$ cat config.mk
export PLATFORM = sky130hd
export DESIGN_NAME = rgb_sync_gen
export DESIGN_NICKNAME = d
export VERILOG_FILES = /design/src/rtl/rgb_sync_pkg.sv /design/src/rtl/rgb_sync_counter.sv /design/src/rtl/rgb_sync_decode.sv /design/src/rtl/rgb_sync_delay.sv /design/src/rtl/rgb_sync_gen.sv
export SDC_FILE = /design/constraint.sdc
export NUM_CORES = 1
export LEC_CHECK = 0
export ABC_AREA = 1
export ABC_CLOCK_PERIOD_IN_PS = 2000
export BUFFER_PORTS_ARGS = -buffer_cell sky130_fd_sc_hd__buf_2
export CAP_MARGIN = 0
export CORE_ASPECT_RATIO = 0.6
export CORE_MARGIN = 2
export CORE_UTILIZATION = 56
export DETAILED_ROUTE_END_ITERATION = 7
export GPL_ROUTABILITY_DRIVEN = 0
export HOLD_SLACK_MARGIN = 0.02
export PLACE_DENSITY = 0.82
export RECOVER_POWER = 25
export SLEW_MARGIN = 25
export SYNTH_ARGS = -nofsm -noshare
export SYNTH_HDL_FRONTEND = slang
export SYNTH_SLANG_ARGS = --single-unit
$ cat constraint.sdc
create_clock -name clk_i -period 2 [get_ports clk_i]
set_clock_uncertainty 0.05 [all_clocks]
set_input_delay 0.4 -clock clk_i [delete_from_list [all_inputs] [get_ports clk_i]]
set_output_delay 0.4 -clock clk_i [all_outputs]
set_load 0.05 [all_outputs]
$ cat src/rtl/rgb_sync_pkg.sv
package rgb_sync_pkg;
  typedef struct packed {
    logic de;
    logic vs;
    logic hs;
  } sync_t;

  localparam int unsigned NSIG = 3;
endpackage

$ cat src/rtl/rgb_sync_counter.sv
module rgb_sync_counter #(
  parameter int unsigned HW = 12,
  parameter int unsigned VW = 11
) (
  input  logic          clk_i,
  input  logic          rst_ni,
  input  logic          pix_en_i,
  input  logic          start_i,
  input  logic          auto_next_i,
  input  logic [HW-1:0] h_total_i,
  input  logic [VW-1:0] v_total_i,
  output logic [HW-1:0] h_cnt_o,
  output logic [VW-1:0] v_cnt_o,
  output logic          run_o,
  output logic          frame_evt_o
);
  localparam logic [HW-1:0] H_ONE = 1;
  localparam logic [VW-1:0] V_ONE = 1;

  logic [HW-1:0] h_q;
  logic [VW-1:0] v_q;
  logic          run_q;
  logic          step, h_last, v_last;

  assign step        = run_q & pix_en_i;
  assign h_last      = (h_q == h_total_i);
  assign v_last      = (v_q == v_total_i);
  assign frame_evt_o = step & h_last & v_last;

  always_ff @(posedge clk_i or negedge rst_ni) begin
    if (!rst_ni) begin
      h_q   <= '0;
      v_q   <= '0;
      run_q <= 1'b0;
    end else if (start_i) begin
      h_q   <= '0;
      v_q   <= '0;
      run_q <= 1'b1;
    end else if (step) begin
      if (h_last) begin
        h_q <= '0;
        if (v_last) begin
          v_q <= '0;
          if (!auto_next_i) run_q <= 1'b0;
        end else begin
          v_q <= v_q + V_ONE;
        end
      end else begin
        h_q <= h_q + H_ONE;
      end
    end
  end

  assign h_cnt_o = h_q;
  assign v_cnt_o = v_q;
  assign run_o   = run_q;


  hold_when_idle_chk: assert property (@(posedge clk_i) disable iff (!rst_ni)
    (!start_i && !pix_en_i) |=> ($stable(h_q) && $stable(v_q)));


  single_frame_stop_chk: assert property (@(posedge clk_i) disable iff (!rst_ni)
    (frame_evt_o && !auto_next_i && !start_i) |=> (!run_q && h_q == '0 && v_q == '0));
endmodule

$ cat src/rtl/rgb_sync_decode.sv
module rgb_sync_decode
  import rgb_sync_pkg::*;
#(
  parameter int unsigned HW = 12,
  parameter int unsigned VW = 11
) (
  input  logic          run_i,
  input  logic [HW-1:0] h_cnt_i,
  input  logic [VW-1:0] v_cnt_i,
  input  logic [HW-1:0] h_sync_w_i,
  input  logic [HW-1:0] h_back_i,
  input  logic [HW-1:0] h_act_i,
  input  logic [VW-1:0] v_sync_w_i,
  input  logic [VW-1:0] v_back_i,
  input  logic [VW-1:0] v_act_i,
  input  logic [HW-1:0] hs_pos_i,
  input  logic          hs_porch_en_i,
  output sync_t         raw_o
);
  localparam logic [HW:0] H_ONE = 1;
  localparam logic [VW:0] V_ONE = 1;

  logic [HW:0] hc, hs_lo, hs_hi, de_lo, de_hi;
  logic [VW:0] vc, dv_lo, dv_hi;
  logic        hs_win, de_col, act_line;

  always_comb begin
    hc       = {1'b0, h_cnt_i};
    vc       = {1'b0, v_cnt_i};
    hs_lo    = {1'b0, hs_pos_i};
    hs_hi    = hs_lo + {1'b0, h_sync_w_i};
    de_lo    = {1'b0, h_back_i} + H_ONE;
    de_hi    = de_lo + {1'b0, h_act_i};
    dv_lo    = {1'b0, v_back_i} + V_ONE;
    dv_hi    = dv_lo + {1'b0, v_act_i};
    hs_win   = (hc >= hs_lo) && (hc <= hs_hi);
    de_col   = (hc >= de_lo) && (hc <= de_hi);
    act_line = (vc >= dv_lo) && (vc <= dv_hi);
    raw_o.hs = run_i & hs_win & (act_line | hs_porch_en_i);
    raw_o.vs = run_i & (v_cnt_i <= v_sync_w_i);
    raw_o.de = run_i & de_col & act_line;
  end
endmodule

$ cat src/rtl/rgb_sync_delay.sv
module rgb_sync_delay #(
  parameter int unsigned DW = 2
) (
  input  logic          clk_i,
  input  logic          rst_ni,
  input  logic          d_i,
  input  logic [DW-1:0] dly_i,
  output logic          q_o
);
  localparam int unsigned MAXD = (1 << DW) - 1;

  logic [MAXD:0] tap_q;

  always_ff @(posedge clk_i or negedge rst_ni) begin
    if (!rst_ni) tap_q[0] <= 1'b0;
    else         tap_q[0] <= d_i;
  end

  for (genvar k = 1; k <= MAXD; k++) begin : g_tap
    always_ff @(posedge clk_i or negedge rst_ni) begin
      if (!rst_ni) tap_q[k] <= 1'b0;
      else         tap_q[k] <= tap_q[k-1];
    end
  end

  assign q_o = tap_q[dly_i];
endmodule

$ cat src/rtl/rgb_sync_gen.sv
module rgb_sync_gen
  import rgb_sync_pkg::*;
#(
  parameter int unsigned HW = 12,
  parameter int unsigned VW = 11,
  parameter int unsigned DW = 2
) (
  input  logic          clk_i,
  input  logic          rst_ni,
  input  logic          pix_en_i,
  input  logic          start_i,
  input  logic          auto_next_i,
  input  logic [HW-1:0] h_sync_w_i,
  input  logic [HW-1:0] h_back_i,
  input  logic [HW-1:0] h_act_i,
  input  logic [HW-1:0] h_total_i,
  input  logic [VW-1:0] v_sync_w_i,
  input  logic [VW-1:0] v_back_i,
  input  logic [VW-1:0] v_act_i,
  input  logic [VW-1:0] v_total_i,
  input  logic [HW-1:0] hs_pos_i,
  input  logic          hs_porch_en_i,
  input  logic          hs_idle_i,
  input  logic          vs_idle_i,
  input  logic          de_idle_i,
  input  logic [DW-1:0] hs_dly_i,
  input  logic [DW-1:0] vs_dly_i,
  input  logic [DW-1:0] de_dly_i,
  input  logic          irq_en_i,
  input  logic          irq_clr_i,
  output logic          hsync_o,
  output logic          vsync_o,
  output logic          de_o,
  output logic          pix_req_o,
  output logic          frame_end_o,
  output logic          irq_status_o,
  output logic          irq_o,
  output logic [HW-1:0] h_cnt_o,
  output logic [VW-1:0] v_cnt_o
);
  logic          run, evt;
  logic [HW-1:0] h_cnt;
  logic [VW-1:0] v_cnt;
  sync_t         raw;
  logic [NSIG-1:0] raw_v, idle_v, act_v;
  logic [DW-1:0]   dly_v [NSIG];
  logic          pr_q, fe_q, st_q;

  rgb_sync_counter #(.HW(HW), .VW(VW)) u_cnt (
    .clk_i, .rst_ni, .pix_en_i, .start_i, .auto_next_i,
    .h_total_i, .v_total_i,
    .h_cnt_o(h_cnt), .v_cnt_o(v_cnt), .run_o(run), .frame_evt_o(evt)
  );

  rgb_sync_decode #(.HW(HW), .VW(VW)) u_dec (
    .run_i(run), .h_cnt_i(h_cnt), .v_cnt_i(v_cnt),
    .h_sync_w_i, .h_back_i, .h_act_i,
    .v_sync_w_i, .v_back_i, .v_act_i,
    .hs_pos_i, .hs_porch_en_i, .raw_o(raw)
  );

  assign raw_v    = {raw.de, raw.vs, raw.hs};
  assign idle_v   = {de_idle_i, vs_idle_i, hs_idle_i};
  assign dly_v[0] = hs_dly_i;
  assign dly_v[1] = vs_dly_i;
  assign dly_v[2] = de_dly_i;

  for (genvar s = 0; s < NSIG; s++) begin : g_sig
    rgb_sync_delay #(.DW(DW)) u_dly (
      .clk_i, .rst_ni, .d_i(raw_v[s]), .dly_i(dly_v[s]), .q_o(act_v[s])
    );
  end

  always_ff @(posedge clk_i or negedge rst_ni) begin
    if (!rst_ni) begin
      pr_q <= 1'b0;
      fe_q <= 1'b0;
      st_q <= 1'b0;
    end else begin
      pr_q <= raw.de;
      fe_q <= evt;
      st_q <= evt | (st_q & ~irq_clr_i);
    end
  end

  assign hsync_o      = idle_v[0] ^ act_v[0];
  assign vsync_o      = idle_v[1] ^ act_v[1];
  assign de_o         = idle_v[2] ^ act_v[2];
  assign pix_req_o    = pr_q;
  assign frame_end_o  = fe_q;
  assign irq_status_o = st_q;
  assign irq_o        = st_q & irq_en_i;
  assign h_cnt_o      = h_cnt;
  assign v_cnt_o      = v_cnt;


  status_follows_end_chk: assert property (@(posedge clk_i) disable iff (!rst_ni)
    frame_end_o |-> irq_status_o);


  status_clear_chk: assert property (@(posedge clk_i) disable iff (!rst_ni)
    (irq_clr_i && !evt) |=> !irq_status_o);


  end_pulse_origin_chk: assert property (@(posedge clk_i) disable iff (!rst_ni)
    $rose(frame_end_o) |-> (h_cnt_o == '0 && v_cnt_o == '0));
endmodule

==> report_table.html <==
<table>
<tr><th>Metric</th><th>Value</th></tr>
<tr><th colspan="2">GRT</th></tr>
<tr><td>Pin count of the biggest net entering global routing</td><td>39</td></tr>
<tr><td>First-pass GRT wire length</td><td>between 20 and 30 mm</td></tr>
<tr><td>Total routing usage reported by global routing</td><td>0.317</td></tr>
<tr><td>GRT overflow</td><td>0</td></tr>
<tr><td>Via count of the first global-routing pass</td><td>6407</td></tr>
<tr><td>Number of antenna violations at the first check in global routing</td><td>1</td></tr>
<tr><th colspan="2">Clock tree</th></tr>
<tr><td>Root Buffer Master</td><td>sky130_fd_sc_hd__clkbuf_16</td></tr>
<tr><td>Number of buffers created by CTS</td><td>5</td></tr>
<tr><td># hold bufs at CTS</td><td>0</td></tr>
<tr><td>CTS sink cnt</td><td>38</td></tr>
<tr><td>Maximum clock insertion buffer count</td><td>2</td></tr>
<tr><td>Clock network latency to the later pin of the worst-skew pair</td><td>0.27 ns</td></tr>
<tr><td>Worst-path clk slew</td><td>0.05 ns</td></tr>
<tr><td>H-tree lvl count</td><td>2</td></tr>
<tr><td>CTS tree</td><td>yes</td></tr>
<tr><th colspan="2">Critical path</th></tr>
<tr><td>CP startpoint kind</td><td>primary input</td></tr>
<tr><td>CP Data Required Time</td><td>2.11 ns</td></tr>
<tr><td>Data arrival, critical path</td><td>3.60 ns</td></tr>
<tr><td>Crit-path max FO</td><td>2</td></tr>
<tr><td>Crit path capture type</td><td>flip-flop</td></tr>
<tr><td>Critical path class</td><td>in -&gt; reg</td></tr>
<tr><td>Reg-to-reg slack, setup</td><td>-0.04 ns</td></tr>
<tr><th colspan="2">Place</th></tr>
<tr><td>Count of buffers inserted at the top-level ports</td><td>150</td></tr>
<tr><td>Setup slack at placement</td><td>-1.75 ns</td></tr>
<tr><td>HPWL after detailed placement</td><td>14.7 mm</td></tr>
<tr><td>Cell total after placement</td><td>1263</td></tr>
<tr><th colspan="2">Synth</th></tr>
<tr><td>Fraction of synthesis flops using an asynchronous set or reset pin</td><td>1.00</td></tr>
<tr><td>Post-synthesis adder-cell area fraction</td><td>0.272</td></tr>
<tr><td>Share of synthesized area spent on multiplexers</td><td>0</td></tr>
<tr><td>Seq cells post-synth</td><td>38</td></tr>
<tr><td>Post-Synthesis Mean Instance Area</td><td>between 7 and 8 um^2</td></tr>
<tr><td>Net count after synthesis</td><td>1077</td></tr>
<tr><td>Post-synthesis instance area</td><td>5930 um^2</td></tr>
<tr><td>Gate Count Post-Synth</td><td>829</td></tr>
<tr><td>Count of distinct cell types in the synthesized netlist</td><td>43</td></tr>
<tr><td>Post-synthesis simple-gate area fraction</td><td>0.248</td></tr>
<tr><td>Most used DFF post-synth</td><td>sky130_fd_sc_hd__dfrtp_1</td></tr>
<tr><td>Dominant combinational cell family by area after synthesis</td><td>adder cells</td></tr>
<tr><td>Yosys warnings</td><td>0</td></tr>
<tr><td>Sequential fraction of the synthesis area</td><td>0.160</td></tr>
<tr><td>Compound-Gate Fraction of Synth Area</td><td>0.125</td></tr>
<tr><td>EDFF count, synth</td><td>0</td></tr>
<tr><td>Xor and xnor area share after synthesis</td><td>0.106</td></tr>
<tr><th colspan="2">Finish</th></tr>
<tr><td>Synthesis-to-layout area growth</td><td>45.1%</td></tr>
<tr><td>Core utilization of the finished layout</td><td>0.824</td></tr>
<tr><td>Ratio of cells with drive above 1 in the final layout</td><td>0.348</td></tr>
<tr><td>Non-filler instance count after layout</td><td>between 1000 and 1500</td></tr>
<tr><td>Number of nets in the final layout</td><td>between 1000 and 1500</td></tr>
<tr><td>Antenna Diode Count</td><td>0</td></tr>
<tr><th colspan="2">Route</th></tr>
<tr><td>Router iterations before antenna repair</td><td>5</td></tr>
<tr><td>Antenna violation net count after detailed routing</td><td>0</td></tr>
<tr><td>Total detailed-routing wirelength</td><td>19.1 mm</td></tr>
<tr><td>Vias</td><td>around 6900</td></tr>
<tr><td>1st-iter DRT viols</td><td>roughly 570</td></tr>
<tr><td>Routed wirelength normalized by instance count</td><td>14.7 um</td></tr>
<tr><td>Vias per inst</td><td>5.35</td></tr>
<tr><td>Remaining design rule violation count</td><td>0</td></tr>
<tr><th colspan="2">Timing</th></tr>
<tr><td>Share of the clock period used by the worst path after layout</td><td>1.74</td></tr>
<tr><td>Total count of hold-check failures in the final report</td><td>0</td></tr>
<tr><td>Setup WS post-layout</td><td>-1.49 ns</td></tr>
<tr><td>Max frequency</td><td>0.287 GHz</td></tr>
<tr><td>RSZ-0062 raised after global routing</td><td>true</td></tr>
<tr><td>Final number of max-transition violations</td><td>0</td></tr>
<tr><td>Worst relative slew slack</td><td>0.375</td></tr>
<tr><td>Slew @ Worst Pin</td><td>0.938 ns</td></tr>
<tr><td>Final count of negative-setup-slack endpoints</td><td>2</td></tr>
<tr><td>Minimum clock period</td><td>3.49 ns</td></tr>
<tr><th colspan="2">Die</th></tr>
<tr><td>Overall die area</td><td>around 11000 um^2</td></tr>
<tr><td># IOs</td><td>151</td></tr>
<tr><td>Area inside the core boundary</td><td>between 10000 and 15000 um^2</td></tr>
<tr><td>Overall die height</td><td>about 84 um</td></tr>
<tr><td>Die width</td><td>137 um</td></tr>
<tr><td>Row count</td><td>29</td></tr>
<tr><td>Starting Density</td><td>0.568</td></tr>
<tr><th colspan="2">Pwr</th></tr>
<tr><td>Cell Pwr Density</td><td>about 400 nW/um^2</td></tr>
<tr><td>Share of power burned in registers</td><td>0.235</td></tr>
<tr><td>Max IR drop VDD</td><td>0.459 mV</td></tr>
<tr><td>Share of total power consumed by net switching</td><td>0.383</td></tr>
<tr><td>Power Internal</td><td>2190 uW</td></tr>
<tr><td>Relative contribution of combinational cells to total power</td><td>0.554</td></tr>
<tr><td>Share of power burned in the clock network</td><td>0.211</td></tr>
<tr><td>Leak</td><td>0.00491 uW</td></tr>
<tr><td>Net load switching power</td><td>1360 uW</td></tr>
<tr><th colspan="2">Outcome</th></tr>
<tr><td>Outcome</td><td>finished, violations left</td></tr>
<tr><td>Violations in the final reports</td><td>negative setup slack</td></tr>
<tr><th colspan="2">Job</th></tr>
<tr><td>Max-capacitance violation count</td><td>0</td></tr>
<tr><th colspan="2">Hold path</th></tr>
<tr><td>Hold Crit Class</td><td>in -&gt; reg</td></tr>
</table>
-- kinds of logic (layout without fill, tap and decap cells) --
family | after synthesis | count (layout)
AOI/OAI and AO/OA | 132 | 132
xor gates and xnor gates | 72 | 72
adders and majority gates | 127 | 127
buffers and inverters | 137 | 463
DFF | 38 | 38
and+or+nand+nor | 323 | 323
-- through the flow --
stage / TNS [ns] / hold slack (ns) / power, uW / instance area, um^2
floorplan: -2.42 / 0.0544 / 1850 / 6020
global placement: -3.15 / 0.310 / 2560 / 8050
detailed placement: -3.44 / 0.320 / 2620 / 8050
CTS: -2.48 / 0.145 / 3450 / 8480
global route: -3.36 / 0.252 / 3790 / 8610
finish: -2.96 / 0.254 / 3550 / 8610
-- cells in the mapped netlist (4+ instances only) --
master | count | share of area
sky130_fd_sc_hd__o21bai_1 | 6 | 0.0076
sky130_fd_sc_hd__nand4_1 | 19 | 0.020
sky130_fd_sc_hd__nor3_1 | 18 | 0.015
sky130_fd_sc_hd__o21ai_0 | 26 | 0.022
sky130_fd_sc_hd__nand3_1 | 41 | 0.035
sky130_fd_sc_hd__nand3b_1 | 4 | 0.0051
sky130_fd_sc_hd__a21o_1 | 5 | 0.0063
sky130_fd_sc_hd__o21ai_1 | 11 | 0.0093
sky130_fd_sc_hd__xnor2_1 | 23 | 0.034
sky130_fd_sc_hd__inv_1 | 131 | 0.083
sky130_fd_sc_hd__a21oi_1 | 67 | 0.057
sky130_fd_sc_hd__xor2_1 | 49 | 0.072
sky130_fd_sc_hd__nor4_1 | 5 | 0.0053
sky130_fd_sc_hd__a211oi_1 | 7 | 0.0089
sky130_fd_sc_hd__nand2_2 | 4 | 0.0042
sky130_fd_sc_hd__nand2_1 | 161 | 0.10
sky130_fd_sc_hd__nor2_1 | 56 | 0.035
sky130_fd_sc_hd__dfrtp_1 | 38 | 0.16
sky130_fd_sc_hd__ha_1 | 124 | 0.26
-- cell type report --
class / count / area, um^2
fill: 688 / 1840
multi-input combinational: 654 / 4720
inverter: 134 / 515
clock buffer: 6 / 139
tap: 139 / 174
timing repair buffer: 323 / 2100
sequential: 38 / 962
-- routing by layer --
metal  share of wire  routed length (um)  vias up  global-route usage
met3           0.083                1580       39              0.0376
li1                -                   -     3426                   -
met2            0.43                8230      302               0.494
met5         0.00068                  13        -                   0
met4           0.014                 263        2              0.0590
met1            0.47                8980     3150               0.472
-- state kept, by name, indices dropped and copies added (netlist names) --
signal	flops
g_sig.u_dly.tap_q	12
u_cnt.h_cnt_o	12
u_cnt.v_cnt_o	11
frame_end_o	1
irq_status_o	1
u_cnt.run_o	1
-- path summary, 6_finish.rpt --
path	startpoint	cells after the start	to
hold / removal	irq_clr_i	2	irq_status_o$_DFF_PN0_
min in group asynchronous	rst_ni	2	irq_status_o$_DFF_PN0_
max in group asynchronous	rst_ni	2	u_cnt.h_cnt_o[3]$_DFFE_PN0N_
hold reg to reg	g_sig[0].u_dly.tap_q[2]$_DFF_PN0_	0	g_sig[0].u_dly.tap_q[3]$_DFF_PN0_
setup reg to reg	u_cnt.v_cnt_o[5]$_DFFE_PN0P_	11	g_sig[0].u_dly.tap_q[0]$_DFF_PN0_
setup / recovery	v_back_i[0]	28	g_sig[0].u_dly.tap_q[0]$_DFF_PN0_
-- power groups by stage --
stage	combinational [uW]	clock [uW]	sequential, uW
after global placement	1720	0	842
after floorplan	943	0	904
after detailed placement	1780	0	844
after CTS	1860	760	830
after global routing	2170	785	837
final	1970	748	835
-- cells in the final DEF (no fill, tap or decap), types with 7 or more instances in the layout --
cell type	synthesis	routed
sky130_fd_sc_hd__dfrtp_2	0	9
sky130_fd_sc_hd__nand4_1	19	19
sky130_fd_sc_hd__o21ai_0	26	24
sky130_fd_sc_hd__dfrtp_1	38	29
sky130_fd_sc_hd__xor2_1	49	46
sky130_fd_sc_hd__nand3_1	41	39
sky130_fd_sc_hd__o21ai_1	11	11
sky130_fd_sc_hd__ha_1	124	118
sky130_fd_sc_hd__xnor2_1	23	22
sky130_fd_sc_hd__nor2_1	56	50
sky130_fd_sc_hd__a21oi_1	67	60
sky130_fd_sc_hd__nor3_1	18	16
sky130_fd_sc_hd__buf_2	1	146
sky130_fd_sc_hd__inv_1	131	125
sky130_fd_sc_hd__a21oi_2	0	7
sky130_fd_sc_hd__buf_4	1	171
sky130_fd_sc_hd__nand2_1	161	157
-- critical path, stage by stage --
cell                       delay [ns]
sky130_fd_sc_hd__buf_4           0.11
sky130_fd_sc_hd__ha_4            0.15
sky130_fd_sc_hd__nand2_4         0.06
sky130_fd_sc_hd__nor2_4          0.14
sky130_fd_sc_hd__buf_4           0.12
sky130_fd_sc_hd__a21o_1          0.10
sky130_fd_sc_hd__nand2_1         0.07
sky130_fd_sc_hd__buf_4           0.13
sky130_fd_sc_hd__buf_4           0.12
sky130_fd_sc_hd__buf_4           0.12
sky130_fd_sc_hd__buf_4           0.13
sky130_fd_sc_hd__buf_4           0.12
sky130_fd_sc_hd__buf_4           0.12
sky130_fd_sc_hd__buf_4           0.12
sky130_fd_sc_hd__buf_4           0.12
sky130_fd_sc_hd__buf_4           0.12
sky130_fd_sc_hd__buf_4           0.13
sky130_fd_sc_hd__ha_1            0.27
sky130_fd_sc_hd__nand2_1         0.10
sky130_fd_sc_hd__nor2_1          0.06
sky130_fd_sc_hd__a211oi_1        0.26
sky130_fd_sc_hd__nand2_1         0.12
sky130_fd_sc_hd__nand2_1         0.08
sky130_fd_sc_hd__nand2_1         0.05
sky130_fd_sc_hd__nand2_1         0.07
sky130_fd_sc_hd__nand2_1         0.06
sky130_fd_sc_hd__nand2_2         0.08
sky130_fd_sc_hd__a21oi_2         0.05
-- repair_timing --
item                       4_1_cts  5_1_grt
setup endpoints to repair        2       15
setup buffers                   20        5
resized for setup               38       24
pin swaps                       28        9
No activity file was read; power rests on OpenSTA's default activity.
